`src/rtl/trc_fan_pkg.sv`:
```
package trc_fan_pkg;
    localparam int NPORTS    = 2;
    localparam int GRP_SHIFT = 4;
    localparam int ADDR_W    = 3;
    localparam int DRV_W     = NPORTS + 1;

    typedef enum logic [1:0] {
        ST_FRESH   = 2'd0,
        ST_PARTIAL = 2'd1,
        ST_INTEG   = 2'd2
    } fan_state_e;

    localparam logic [ADDR_W-1:0] A_MODE  = 3'd2;
    localparam logic [ADDR_W-1:0] A_DRIVE = 3'd3;
    localparam logic [ADDR_W-1:0] A_SENSE = 3'd4;
    localparam logic [ADDR_W-1:0] A_CAPS  = 3'd5;
endpackage

```
`src/rtl/trc_fan_regs.sv`:
```
module trc_fan_regs
    import trc_fan_pkg::*;
#(
    parameter int REG_W = 8,
    parameter int NGRP  = 8
) (
    input  logic                   clk,
    input  logic                   rst_n,
    input  logic                   reg_we,
    input  logic [ADDR_W-1:0]      reg_addr,
    input  logic [REG_W-1:0]       reg_wdata,
    output logic [REG_W-1:0]       reg_rdata,
    input  logic                   integ_on,
    input  logic [DRV_W-1:0]       sense_live,
    output logic [NPORTS*NGRP-1:0] filt,
    output logic [DRV_W-1:0]       drive,
    output logic                   mode_wr,
    output logic                   mode_val
);
    logic [NGRP-1:0]  filt_q [NPORTS];
    logic [DRV_W-1:0] drive_q;

    for (genvar p = 0; p < NPORTS; p++) begin : g_filt
        always_ff @(posedge clk or negedge rst_n) begin
            if (!rst_n) begin
                filt_q[p] <= '0;
            end else if (reg_we && reg_addr == ADDR_W'(p)) begin
                filt_q[p] <= reg_wdata[NGRP-1:0];
            end
        end
        assign filt[p*NGRP +: NGRP] = filt_q[p];
    end

    always_ff @(posedge clk or negedge rst_n) begin
        if (!rst_n) begin
            drive_q <= '0;
        end else if (reg_we && reg_addr == A_DRIVE) begin
            drive_q <= reg_wdata[DRV_W-1:0];
        end
    end

    assign drive    = drive_q;
    assign mode_wr  = reg_we && (reg_addr == A_MODE);
    assign mode_val = reg_wdata[0];

    always_comb begin
        reg_rdata = '0;
        for (int p = 0; p < NPORTS; p++) begin
            if (reg_addr == ADDR_W'(p)) reg_rdata[NGRP-1:0] = filt_q[p];
        end
        case (reg_addr)
            A_MODE:  reg_rdata[0] = integ_on;
            A_DRIVE: reg_rdata[DRV_W-1:0] = drive_q;
            A_SENSE: reg_rdata[DRV_W-1:0] = integ_on ? sense_live : '0;
            A_CAPS:  reg_rdata = REG_W'(NPORTS);
            default: ;
        endcase
    end
endmodule

```
`src/rtl/trc_fan_lane.sv`:
```
module trc_fan_lane
    import trc_fan_pkg::*;
#(
    parameter int ID_W   = 7,
    parameter int DATA_W = 32,
    parameter int NGRP   = 8
) (
    input  logic              clk,
    input  logic              rst_n,
    input  logic [NGRP-1:0]   filt,
    input  logic              in_valid,
    input  logic [ID_W-1:0]   in_id,
    input  logic [DATA_W-1:0] in_data,
    input  logic              integ,
    input  logic              integ_valid,
    input  logic              out_ready,
    input  logic              beat_done,
    output logic              out_valid,
    output logic [ID_W-1:0]   out_id,
    output logic [DATA_W-1:0] out_data,
    output logic              lane_done,
    output logic              lane_took,
    output logic              taken
);
    localparam int GRP_W = ID_W - GRP_SHIFT;

    logic [GRP_W-1:0] grp;
    logic             pass;
    logic             need;
    logic             taken_q;

    assign grp       = in_id[ID_W-1:GRP_SHIFT];
    assign pass      = !filt[grp];
    assign need      = in_valid && pass && !taken_q;
    assign out_valid = integ ? integ_valid : need;
    assign out_id    = in_id;
    assign out_data  = in_data;
    assign lane_took = !integ && need && out_ready;
    assign lane_done = !need || out_ready;
    assign taken     = taken_q;

    always_ff @(posedge clk or negedge rst_n) begin
        if (!rst_n) begin
            taken_q <= 1'b0;
        end else if (integ || beat_done) begin
            taken_q <= 1'b0;
        end else if (lane_took) begin
            taken_q <= 1'b1;
        end
    end
endmodule

```
`src/rtl/trc_fan_ctrl.sv`:
```
module trc_fan_ctrl
    import trc_fan_pkg::*;
(
    input  logic              clk,
    input  logic              rst_n,
    input  logic              in_valid,
    input  logic [NPORTS-1:0] lane_done,
    input  logic [NPORTS-1:0] lane_took,
    input  logic              mode_wr,
    input  logic              mode_val,
    input  logic              drive_in_ready,
    output logic              in_ready,
    output logic              beat_done,
    output logic              integ,
    output fan_state_e        state
);
    fan_state_e state_q;
    fan_state_e state_d;
    logic       all_done;

    assign all_done = &lane_done;
    assign state    = state_q;

    always_ff @(posedge clk or negedge rst_n) begin
        if (!rst_n) state_q <= ST_FRESH;
        else        state_q <= state_d;
    end

    always_comb begin
        state_d = state_q;
        if (mode_wr && mode_val) begin
            state_d = ST_INTEG;
        end else begin
            unique case (state_q)
                ST_FRESH: begin
                    if (in_valid && all_done) state_d = ST_FRESH;
                    else if (|lane_took)      state_d = ST_PARTIAL;
                end
                ST_PARTIAL: begin
                    if (in_valid && all_done) state_d = ST_FRESH;
                end
                ST_INTEG: begin
                    if (mode_wr) state_d = ST_FRESH;
                end
                default: state_d = ST_FRESH;
            endcase
        end
    end

    always_comb begin
        unique case (state_q)
            ST_INTEG: begin
                integ     = 1'b1;
                in_ready  = drive_in_ready;
                beat_done = 1'b0;
            end
            default: begin
                integ     = 1'b0;
                in_ready  = all_done;
                beat_done = in_valid && all_done;
            end
        endcase
    end
endmodule

```
`src/rtl/trace_fanout.sv`:
```
module trace_fanout
    import trc_fan_pkg::*;
#(
    parameter int ID_W   = 7,
    parameter int DATA_W = 32,
    parameter int REG_W  = 8
) (
    input  logic                     clk,
    input  logic                     rst_n,
    input  logic                     in_valid,
    output logic                     in_ready,
    input  logic [ID_W-1:0]          in_id,
    input  logic [DATA_W-1:0]        in_data,
    output logic [NPORTS-1:0]        out_valid,
    input  logic [NPORTS-1:0]        out_ready,
    output logic [NPORTS*ID_W-1:0]   out_id,
    output logic [NPORTS*DATA_W-1:0] out_data,
    input  logic                     reg_we,
    input  logic [ADDR_W-1:0]        reg_addr,
    input  logic [REG_W-1:0]         reg_wdata,
    output logic [REG_W-1:0]         reg_rdata
);
    localparam int NGRP = 1 << (ID_W - GRP_SHIFT);

    logic [NPORTS*NGRP-1:0] filt;
    logic [DRV_W-1:0]       drive;
    logic [DRV_W-1:0]       sense_live;
    logic                   mode_wr;
    logic                   mode_val;
    logic                   integ;
    logic                   beat_done;
    logic [NPORTS-1:0]      lane_done;
    logic [NPORTS-1:0]      lane_took;
    logic [NPORTS-1:0]      lane_taken;
    fan_state_e             state;

    assign sense_live = {in_valid, out_ready};

    trc_fan_regs #(.REG_W(REG_W), .NGRP(NGRP)) u_regs (
        .clk        (clk),
        .rst_n      (rst_n),
        .reg_we     (reg_we),
        .reg_addr   (reg_addr),
        .reg_wdata  (reg_wdata),
        .reg_rdata  (reg_rdata),
        .integ_on   (integ),
        .sense_live (sense_live),
        .filt       (filt),
        .drive      (drive),
        .mode_wr    (mode_wr),
        .mode_val   (mode_val)
    );

    trc_fan_ctrl u_ctrl (
        .clk            (clk),
        .rst_n          (rst_n),
        .in_valid       (in_valid),
        .lane_done      (lane_done),
        .lane_took      (lane_took),
        .mode_wr        (mode_wr),
        .mode_val       (mode_val),
        .drive_in_ready (drive[NPORTS]),
        .in_ready       (in_ready),
        .beat_done      (beat_done),
        .integ          (integ),
        .state          (state)
    );

    for (genvar p = 0; p < NPORTS; p++) begin : g_lane
        trc_fan_lane #(.ID_W(ID_W), .DATA_W(DATA_W), .NGRP(NGRP)) u_lane (
            .clk         (clk),
            .rst_n       (rst_n),
            .filt        (filt[p*NGRP +: NGRP]),
            .in_valid    (in_valid),
            .in_id       (in_id),
            .in_data     (in_data),
            .integ       (integ),
            .integ_valid (drive[p]),
            .out_ready   (out_ready[p]),
            .beat_done   (beat_done),
            .out_valid   (out_valid[p]),
            .out_id      (out_id[p*ID_W +: ID_W]),
            .out_data    (out_data[p*DATA_W +: DATA_W]),
            .lane_done   (lane_done[p]),
            .lane_took   (lane_took[p]),
            .taken       (lane_taken[p])
        );
    end
endmodule

```
`config.mk`:
```
export PLATFORM = sky130hd
export DESIGN_NAME = trace_fanout
export DESIGN_NICKNAME = d
export VERILOG_FILES = /design/src/rtl/trc_fan_pkg.sv /design/src/rtl/trc_fan_regs.sv /design/src/rtl/trc_fan_lane.sv /design/src/rtl/trc_fan_ctrl.sv /design/src/rtl/trace_fanout.sv
export SDC_FILE = /design/constraint.sdc
export NUM_CORES = 1
export LEC_CHECK = 0
export BUFFER_PORTS_ARGS = -buffer_cell sky130_fd_sc_hd__buf_4
export CAP_MARGIN = 10
export CORE_MARGIN = 4
export CORE_UTILIZATION = 37
export DETAILED_ROUTE_END_ITERATION = 8
export PLACE_DENSITY = 0.77
export SLEW_MARGIN = 5
export SYNTH_ARGS = -nofsm -noshare
export SYNTH_HDL_FRONTEND = slang
export SYNTH_SLANG_ARGS = --single-unit
```
`constraint.sdc`:
```
create_clock -name clk -period 1.56 [get_ports clk]
set_input_delay 0.156 -clock clk [delete_from_list [all_inputs] [get_ports clk]]
set_output_delay 0.156 -clock clk [all_outputs]
set_load 0.05 [all_outputs]
```
# Yosys cells after proc, flatten, opt, wreduce, memory -nomap -nowiden
# Cells that the tools add are included.
# W data, S select, Z words.
[totals]
reg_bits = 23
in_bits = 56
[op_classes]
order_cmp = 1
eq_ne = 10
n_mux = 25
reduce_logical = 31
[op_table]
columns = ["cell", "n"]
rows = [
  ["$mux W8", 2],
  ["$logic_and A1 B1 Y1", 14],
  ["$pmux W2 S3", 2],
  ["$mux W1", 11],
  ["$mux W2", 5],
  ["$logic_not A1 Y1", 7],
  ["$bmux W1 S3", 2],
  ["$eq A3 B2 Y1 const B", 2],
  ["$eq A3 B3 Y1 const B", 2],
  ["$ne A3 B1 Y1 const B", 2],
  ["$mux W5", 1],
  ["$lt A3 B4 Y1 const B", 1],
  ["$ne A4 B1 Y1 const B", 1],
  ["$pmux W1 S4", 1],
  ["$reduce_bool A2 Y1", 2],
  ["$eq A3 B1 Y1 const B", 1],
  ["$logic_not A3 Y1", 1],
  ["$logic_or A1 B1 Y1", 3],
  ["$mux W3", 1],
  ["$reduce_and A3 Y1", 1],
  ["$eq A2 B1 Y1 const B", 1],
  ["$eq A2 B2 Y1 const B", 1],
  ["$logic_not A2 Y1", 1],
  ["$reduce_and A2 Y1", 1],
  ["$reduce_or A2 Y1", 1],
]

# Depth between registers and ports, before layout
# Gate-level depths: netlist of run 1.
[logic_depth]
depth_word = 12
depth_mapped = 5
mapped_depth_nobuf = 4

# Hierarchy
# From an unflattened synthesis of run 1, not the netlist that was laid out.
[hier_totals]
hier_cells = 194
area_unflattened_um2 = 1958.1
[modules_own_cells]
columns = ["mod", "instances", "cells_per_inst", "area_each_um2", "seq_area_each_um2"]
rows = [
  ["trc_fan_regs", 1, 75, 972.2, 475.5],
  ["trc_fan_lane", 2, 54, 435.4, 25.0],
  ["trc_fan_ctrl", 1, 11, 115.1, 50.0],
]

# Worst setup path before layout of run 1
# No wires, ideal clock.
[synth_path]
path_type = "input port to output port"
from = "input reg_addr[0]"
to = "output reg_rdata[0]"
arrival_time_ps = 2144
path_slack_ps = -740
cell_stages = 4
path_buffers = 2
path_cell_list = "clkbuf_1 > buf_1 > a211oi_1 > a211oi_1"
[synth_between]
elab_chain_len = 4
[synth_rtl]
columns = ["element", "line", "source"]
rows = [
  ["start: declaration", "trace_fanout.sv:19", "input logic [ADDR_W-1:0] reg_addr,"],
  ["$logic_not A3 Y1", "trc_fan_regs.sv:49", "if (reg_addr == ADDR_W'(p)) reg_rdata[NGRP-1:0] = filt_q[p];"],
  ["$mux W8 (2 in series)", "trc_fan_regs.sv:49", ""],
  ["$pmux W1 S4 *", "trc_fan_regs.sv:51", "case (reg_addr)"],
  ["end: declaration", "trace_fanout.sv:21", "output logic [REG_W-1:0] reg_rdata"],
]
# Every way passes the cells marked *; elsewhere a longest branch is shown, timed or not.

# Worst setup path after layout of run 1
[layout_path]
from = "register u_regs.filt_q, in the netlist u_regs.filt[5]"
to = "output out_valid[0]"
[layout_between]
elab_chain_len = 6
[layout_rtl]
columns = ["element", "line", "source"]
rows = [
  ["start: declaration", "trc_fan_regs.sv:20", "logic [NGRP-1:0] filt_q [NPORTS];"],
  ["start signal: indexed assignment", "trc_fan_regs.sv:28", "filt_q[p] <= reg_wdata[NGRP-1:0];"],
  ["$bmux W1 S3", "trc_fan_lane.sv:33", "assign pass = !filt[grp];"],
  ["$mux W1 (not written as such)", "trc_fan_lane.sv:33", ""],
  ["$logic_not A1 Y1", "trc_fan_lane.sv:33", ""],
  ["$logic_and A1 B1 Y1 (2 in series)", "trc_fan_lane.sv:34", "assign need = in_valid && pass && !taken_q;"],
  ["$mux W1", "trc_fan_lane.sv:35", "assign out_valid = integ ? integ_valid : need;"],
  ["end: declaration", "trace_fanout.sv:14", "output logic [NPORTS-1:0] out_valid,"],
]
# No other way between the ends. The select of a mux whose other input is x is not followed.

==> flow_summary.toml, run 1 <==
[power]
switching_share_pct = 35.4
power_density_nw_per_um2 = 1060
clkPwrFrac_pct = 15.5
power.leakage_nw = 0.990
p_sw_uw = 837
combPwrFrac_pct = 49.1
p_int_mw = 1.53
power_mw = 2.36
pwr-share-seq_pct = 35.4
ir_drop_mv = 0.766

[timing]
grt_setup_unrepaired = "true"
drv_slew = 0
fin_crit_sh_pct = 138
setup_violations = 9
worst_slack_ps = -598
max_clock_freq_ghz = 0.463
tightest_slew_ps = 336
skew_ps = 2.87
min_period_ps = 2160
setup_tns_ps = -3560
hold_viol = 0
slew_headroom_pct = 77.5

[clock_network]
path_clk_slew_ps = 80
cts_tree = "yes"
cts_max_path_buffers = 2
cts-buffers-inserted = 3
cts.sinks = 23
root_buffer = "clkbuf_8"
h-tree-depth = 1
clock_latency_ps = 260

[final_layout]
design_area_um2 = 2220
final_cells = 257
drive_above_1_share_pct = 69.5
syn_to_final_growth_pct = 12.6
nets = 244
mostFrequentLayoutCells = "buf_4 (60), dfrtp_1 (23), mux2_2 (22)"
final_common_cell = "buf_4"
diodes = 0

[placed_design]
dp_hpwl_mm = 3.45
gp_congestion = 0.796
dp.cells = 244
portBuffers = 36
place_area_um2 = 2000

[critical_path]
crit_chain = "mux2_4 -> mux4_2 -> o41ai_2 -> buf_4"
path_delay_family = "multiplexers"
worstPathMaxFanout = 3
critPathLaunchType = "register"
critPathArrivalTime_ps = 2000
critical-path-max-stage-delay_ps = 550
worst-path-buf-inv = 1
cpMaxStageDelayCell = "mux4_2"
cp-end-kind = "output port"
rrSetupSlack_ps = -580
required_ps = 1400
crit_type = "register to output port"

[die]
ios = 145
row_count = 26
fp.dieW_um = 81.1
initial_utilization_pct = 38.4
core_area_um2 = 5140
die_area_um2 = 6570
die_y_um = 81.1

[synth]
avgSynthCellArea_um2 = 9.92
yosysWarnings = 0
synth_nets = 255
synth_flop_cell = "dfrtp_1"
synthArstFlopShare_pct = 100
synth-edff-count = 0
syn-cell-area_um2 = 1970
synth.distinct_cells = 36
ys_seq_area_share_pct = 29.2
synth_cells = 199
synth_seq_cells = 23

[detailed_routing]
drc = 0
num_vias = 1258
met2WireLength_mm = 2.40
dr_wl_met3_um = 362
firstDrtPassIters = 4
drtIter0Drc = 30
routed.top_layer = "met4"
wirelength_mm = 4.52
ant_nets = 0
routedWlPerCell_um = 17.6
drt-met1-wl_mm = 1.61
via_per_inst = 4.89

[grt]
grt_max_degree = 24
overflow = 0
grt_pass1_wl_mm = 6.74
antenna_found_initial = 0
grt_pass1_vias = 1326
grt.total_usage_pct = 13.3

[hold_path]
hold_path.class = "input port to register"

[status]
violations = "setup timing"
status = "finished, violations left"

[run]
max-cap-violations = 0
[registers in the layout, summed over array words and instances, names as in the netlist]
register / flops
u_regs.filt: 16
u_regs.drive: 3
g_lane.u_lane.taken: 2
u_ctrl.state: 2
[through the flow]
stage / hold slack, ps / util (%) / setup WS [ps]
3_3_place_gp: 68.5 / 39.0 / -359
4_1_cts: 122 / 43.0 / -617
5_1_grt: 125 / 43.3 / -653
6_report: 130 / 43.3 / -598
3_5_place_dp: 70.6 / 39.0 / -385
2_1_floorplan: -140 / - / -209
[kinds of logic (layout without fill, tap and decap cells)]
logic type,count (synthesis),count (layout),share of synthesized area [%]
buf+inv,87,75,32.1
mux,36,36,21.6
simple gates,35,35,10.6
flops,23,23,29.2
compound gates,18,18,6.53
[Yosys cell counts, types with 2 or more instances]
cell type / instances / area (um^2)
mux2i_1: 7 / 70.1
nand2b_1: 3 / 18.8
nor2_2: 2 / 12.5
clkbuf_1: 4 / 15.0
mux4_2: 2 / 45.0
a21oi_1: 3 / 15.0
o41ai_1: 2 / 17.5
nor2b_1: 4 / 25.0
nor2_1: 8 / 30.0
mux2_1: 3 / 33.8
o21ai_0: 3 / 15.0
a211oi_1: 2 / 15.0
nand2_1: 7 / 26.3
mux2_2: 22 / 248
a31oi_1: 2 / 12.5
buf_4: 80 / 601
or2_2: 3 / 18.8
dfrtp_1: 23 / 576
mux2_4: 2 / 30.0
[worst paths after layout]
check,start,endpoint,depth (start not counted)
max in group asynchronous,rst_n,g_lane[1].u_lane.taken$_DFFE_PN0P_,2
worst max register to register,u_regs.filt[5]$_DFFE_PN0P_,u_ctrl.state[0]$_DFFE_PN0P_,8
worst min-delay path,reg_wdata[4],u_regs.filt[12]$_DFFE_PN0P_,2
worst min register to register,u_regs.filt[0]$_DFFE_PN0P_,u_regs.filt[0]$_DFFE_PN0P_,1
worst max-delay path,u_regs.filt[5]$_DFFE_PN0P_,out_valid[0],4
min in group asynchronous,rst_n,u_regs.filt[13]$_DFFE_PN0P_,2
[metal layers]
metal | vias to the layer above | GRT usage [%]
met5 | - | 0
met4 | 0 | 5.24
met3 | 19 | 3.99
met2 | 63 | 24.6
met1 | 596 | 14.1
li1 | 580 | -
[what timing repair did]
action / CTS / global route
pin swaps: 8 / 4
setup endpoints to repair: 9 / 9
resized for setup: 22 / 1
buffers inserted: 7 / 2
hold endpoints to repair: 23 / 0
hold buffers: 1 / 0
[area by class of cell]
type	count	area (um^2)
fill	521	2920
inverter	1	3.75
clock buffer	3	41.3
clock inverter	1	5.00
multi-input combinational	89	940
sequential	23	576
timing repair buffer	70	571
tap	70	87.6
[power by group through the flow]
stage               registers [mW]  logic, mW  clock network [mW]
finish                       0.837       1.16               0.365
floorplan                    0.825       1.14                   0
CTS                          0.838       1.13               0.383
global placement             0.841      0.961                   0
global route                 0.857       1.23               0.407
detailed placement           0.842      0.972                   0
No activity file was read; power rests on OpenSTA's default activity.
==> run 2: changes to the inputs <==
--- a/config.mk
+++ b/config.mk
@@ -10,7 +10,7 @@
 export CORE_MARGIN = 4
 export CORE_UTILIZATION = 37
 export DETAILED_ROUTE_END_ITERATION = 8
-export PLACE_DENSITY = 0.77
+export PLACE_DENSITY_LB_ADDON = 0.1
 export SLEW_MARGIN = 5
 export SYNTH_ARGS = -nofsm -noshare
 export SYNTH_HDL_FRONTEND = slang
==> run 2 against run 1 <==
- the run still ends with setup timing left
- first-iteration DRC count is 17% lower
- total power increased by 0.13%
- sequential share of layout area decreased by 0.32 points
- maximum frequency shrank 0.36%
- largest power group unchanged
- design area increased by 1.2%
==> flow_summary.toml, run 2 (synthesized netlist as in run 1, its figures left out) <==
[status]
status = "finished, violations left"
violations = "setup timing"

[critical_path]
critPathLaunchType = "register"
required_ps = 1400
cp-endpoint = "in_ready"
crit_type = "register to output port"
cp-end-kind = "output port"
critPathLaunch = "u_regs.filt[9]$_DFFE_PN0P_"
rrSetupSlack_ps = -470
worstPathMaxFanout = 3
rr_endpoint = "u_ctrl.state[0]$_DFFE_PN0P_"
critPathArrivalTime_ps = 2010
r2r-start = "u_regs.filt[9]$_DFFE_PN0P_"
reg2reg_depth = 6

[clock_network]
cts_tree = "yes"
cts_max_path_buffers = 2
cts.sinks = 23
clock_latency_ps = 270
path_clk_slew_ps = 90
h-tree-depth = 1
cts-buffers-inserted = 3
root_buffer = "clkbuf_8"

[timing]
max_clock_freq_ghz = 0.462
slew_headroom_pct = 72.3
setup_violations = 9
drv_slew = 0
worst_hold_slack_ps = 118
fin_crit_sh_pct = 139
min_period_ps = 2170
skew_ps = 7.93
worst_slack_ps = -606
hold_viol = 0
grt_setup_unrepaired = "true"
tightest_slew_ps = 415

[final_layout]
drive_above_1_share_pct = 69.3
design_area_um2 = 2250
diodes = 0
nets = 246
largest_reg_flops = 16
final_common_cell = "buf_4"
mostFrequentLayoutCells = "buf_4 (61), dfrtp_1 (23), mux2_2 (21)"
syn_to_final_growth_pct = 14.0

[placed_design]
portBuffers = 36
gp_congestion = 0.851
place_area_um2 = 2020
dp_hpwl_mm = 3.36

[grt]
antenna_found_initial = 0
grt_pass1_wl_mm = 6.91
grt_pass1_vias = 1383
grt.total_usage_pct = 13.7
overflow = 0
grt_max_degree = 24

[die]
die_area_um2 = 6570
initial_utilization_pct = 38.4
core_area_um2 = 5140
fp.dieW_um = 81.1
die_y_um = 81.1
row_count = 26
ios = 145

[detailed_routing]
wirelength_mm = 4.33
via_per_inst = 4.81
routedWlPerCell_um = 16.7
num_vias = 1245
ant_nets = 0
drtIter0Drc = 25
firstDrtPassIters = 4
drc = 0

[hold_path]
hold_path.class = "input port to register"

[power]
ir_drop_mv = 0.459
power.leakage_nw = 1.01
power_density_nw_per_um2 = 1050

[run]
max-cap-violations = 0
==> run 2: routing by layer <==
layer  GRT usage [%]  vias to the layer above  part of all wire [%]
met4            3.89                        0                   1.8
met5               0                        -                     0
met3            3.77                       18                   6.9
met2            23.3                       54                    49
li1                -                      577                     -
met1            16.9                      596                    42
==> run 2: area by class of cell <==
cell class	count	area, um^2
clock buffer	3	41.3
clock inverter	1	5.00
fill	515	2890
inverter	1	3.75
multi-input combinational	89	953
sequential	23	576
tap	70	87.6
timing repair buffer	72	584
==> run 2: worst max-delay path, cell delays in order, from the launching register on <==
cell and delay, ps:
dfrtp_1 410, mux2_4 270, mux4_2 550, nor4_4 250, o31ai_4 100, buf_6 160
==> run 2: worst min path at each step <==
stage / start / endpoint / slack, ps / depth (start not counted)
global route: reg_wdata[5] / u_regs.filt[5]$_DFFE_PN0P_ / 110 / 2
detailed placement: rst_n / g_lane[0].u_lane.taken$_DFFE_PN0P_ / 80 / 1
floorplan: rst_n / g_lane[0].u_lane.taken$_DFFE_PN0P_ / -140 / 0
CTS: reg_wdata[5] / u_regs.filt[5]$_DFFE_PN0P_ / 110 / 2
global placement: rst_n / g_lane[0].u_lane.taken$_DFFE_PN0P_ / 80 / 1
finish: reg_wdata[5] / u_regs.filt[5]$_DFFE_PN0P_ / 120 / 2
==> run 2: repair_timing <==
action / in CTS / in global routing
setup buffers: 4 / 3
hold buffers: 1 / 0
pin swaps: 6 / 4
endpoints found under the setup margin: 9 / 9
hold endpoints to repair: 23 / 0
gates resized for setup: 20 / 7
==> run 2: report_power, final <==
part | internal [mW] | leakage [nW] | switching [mW]
Clock | 0.179 | 0.0255 | 0.202
Sequential | 0.730 | 0.281 | 0.112
Combinational | 0.614 | 0.699 | 0.530
==> run 2: stage by stage <==
stage / std cells / util, % / TNS [ps] / setup slack [ps] / power, mW
4_1_cts: 257 / 42.8 / -3500 / -619 / 2.35
2_1_floorplan: 199 / - / -2350 / -209 / 1.96
5_1_grt: 259 / 43.8 / -3810 / -658 / 2.51
6_report: 259 / 43.8 / -3250 / -606 / 2.37
3_3_place_gp: 248 / 39.3 / -1820 / -335 / 1.82
3_5_place_dp: 248 / 39.3 / -1860 / -366 / 1.83
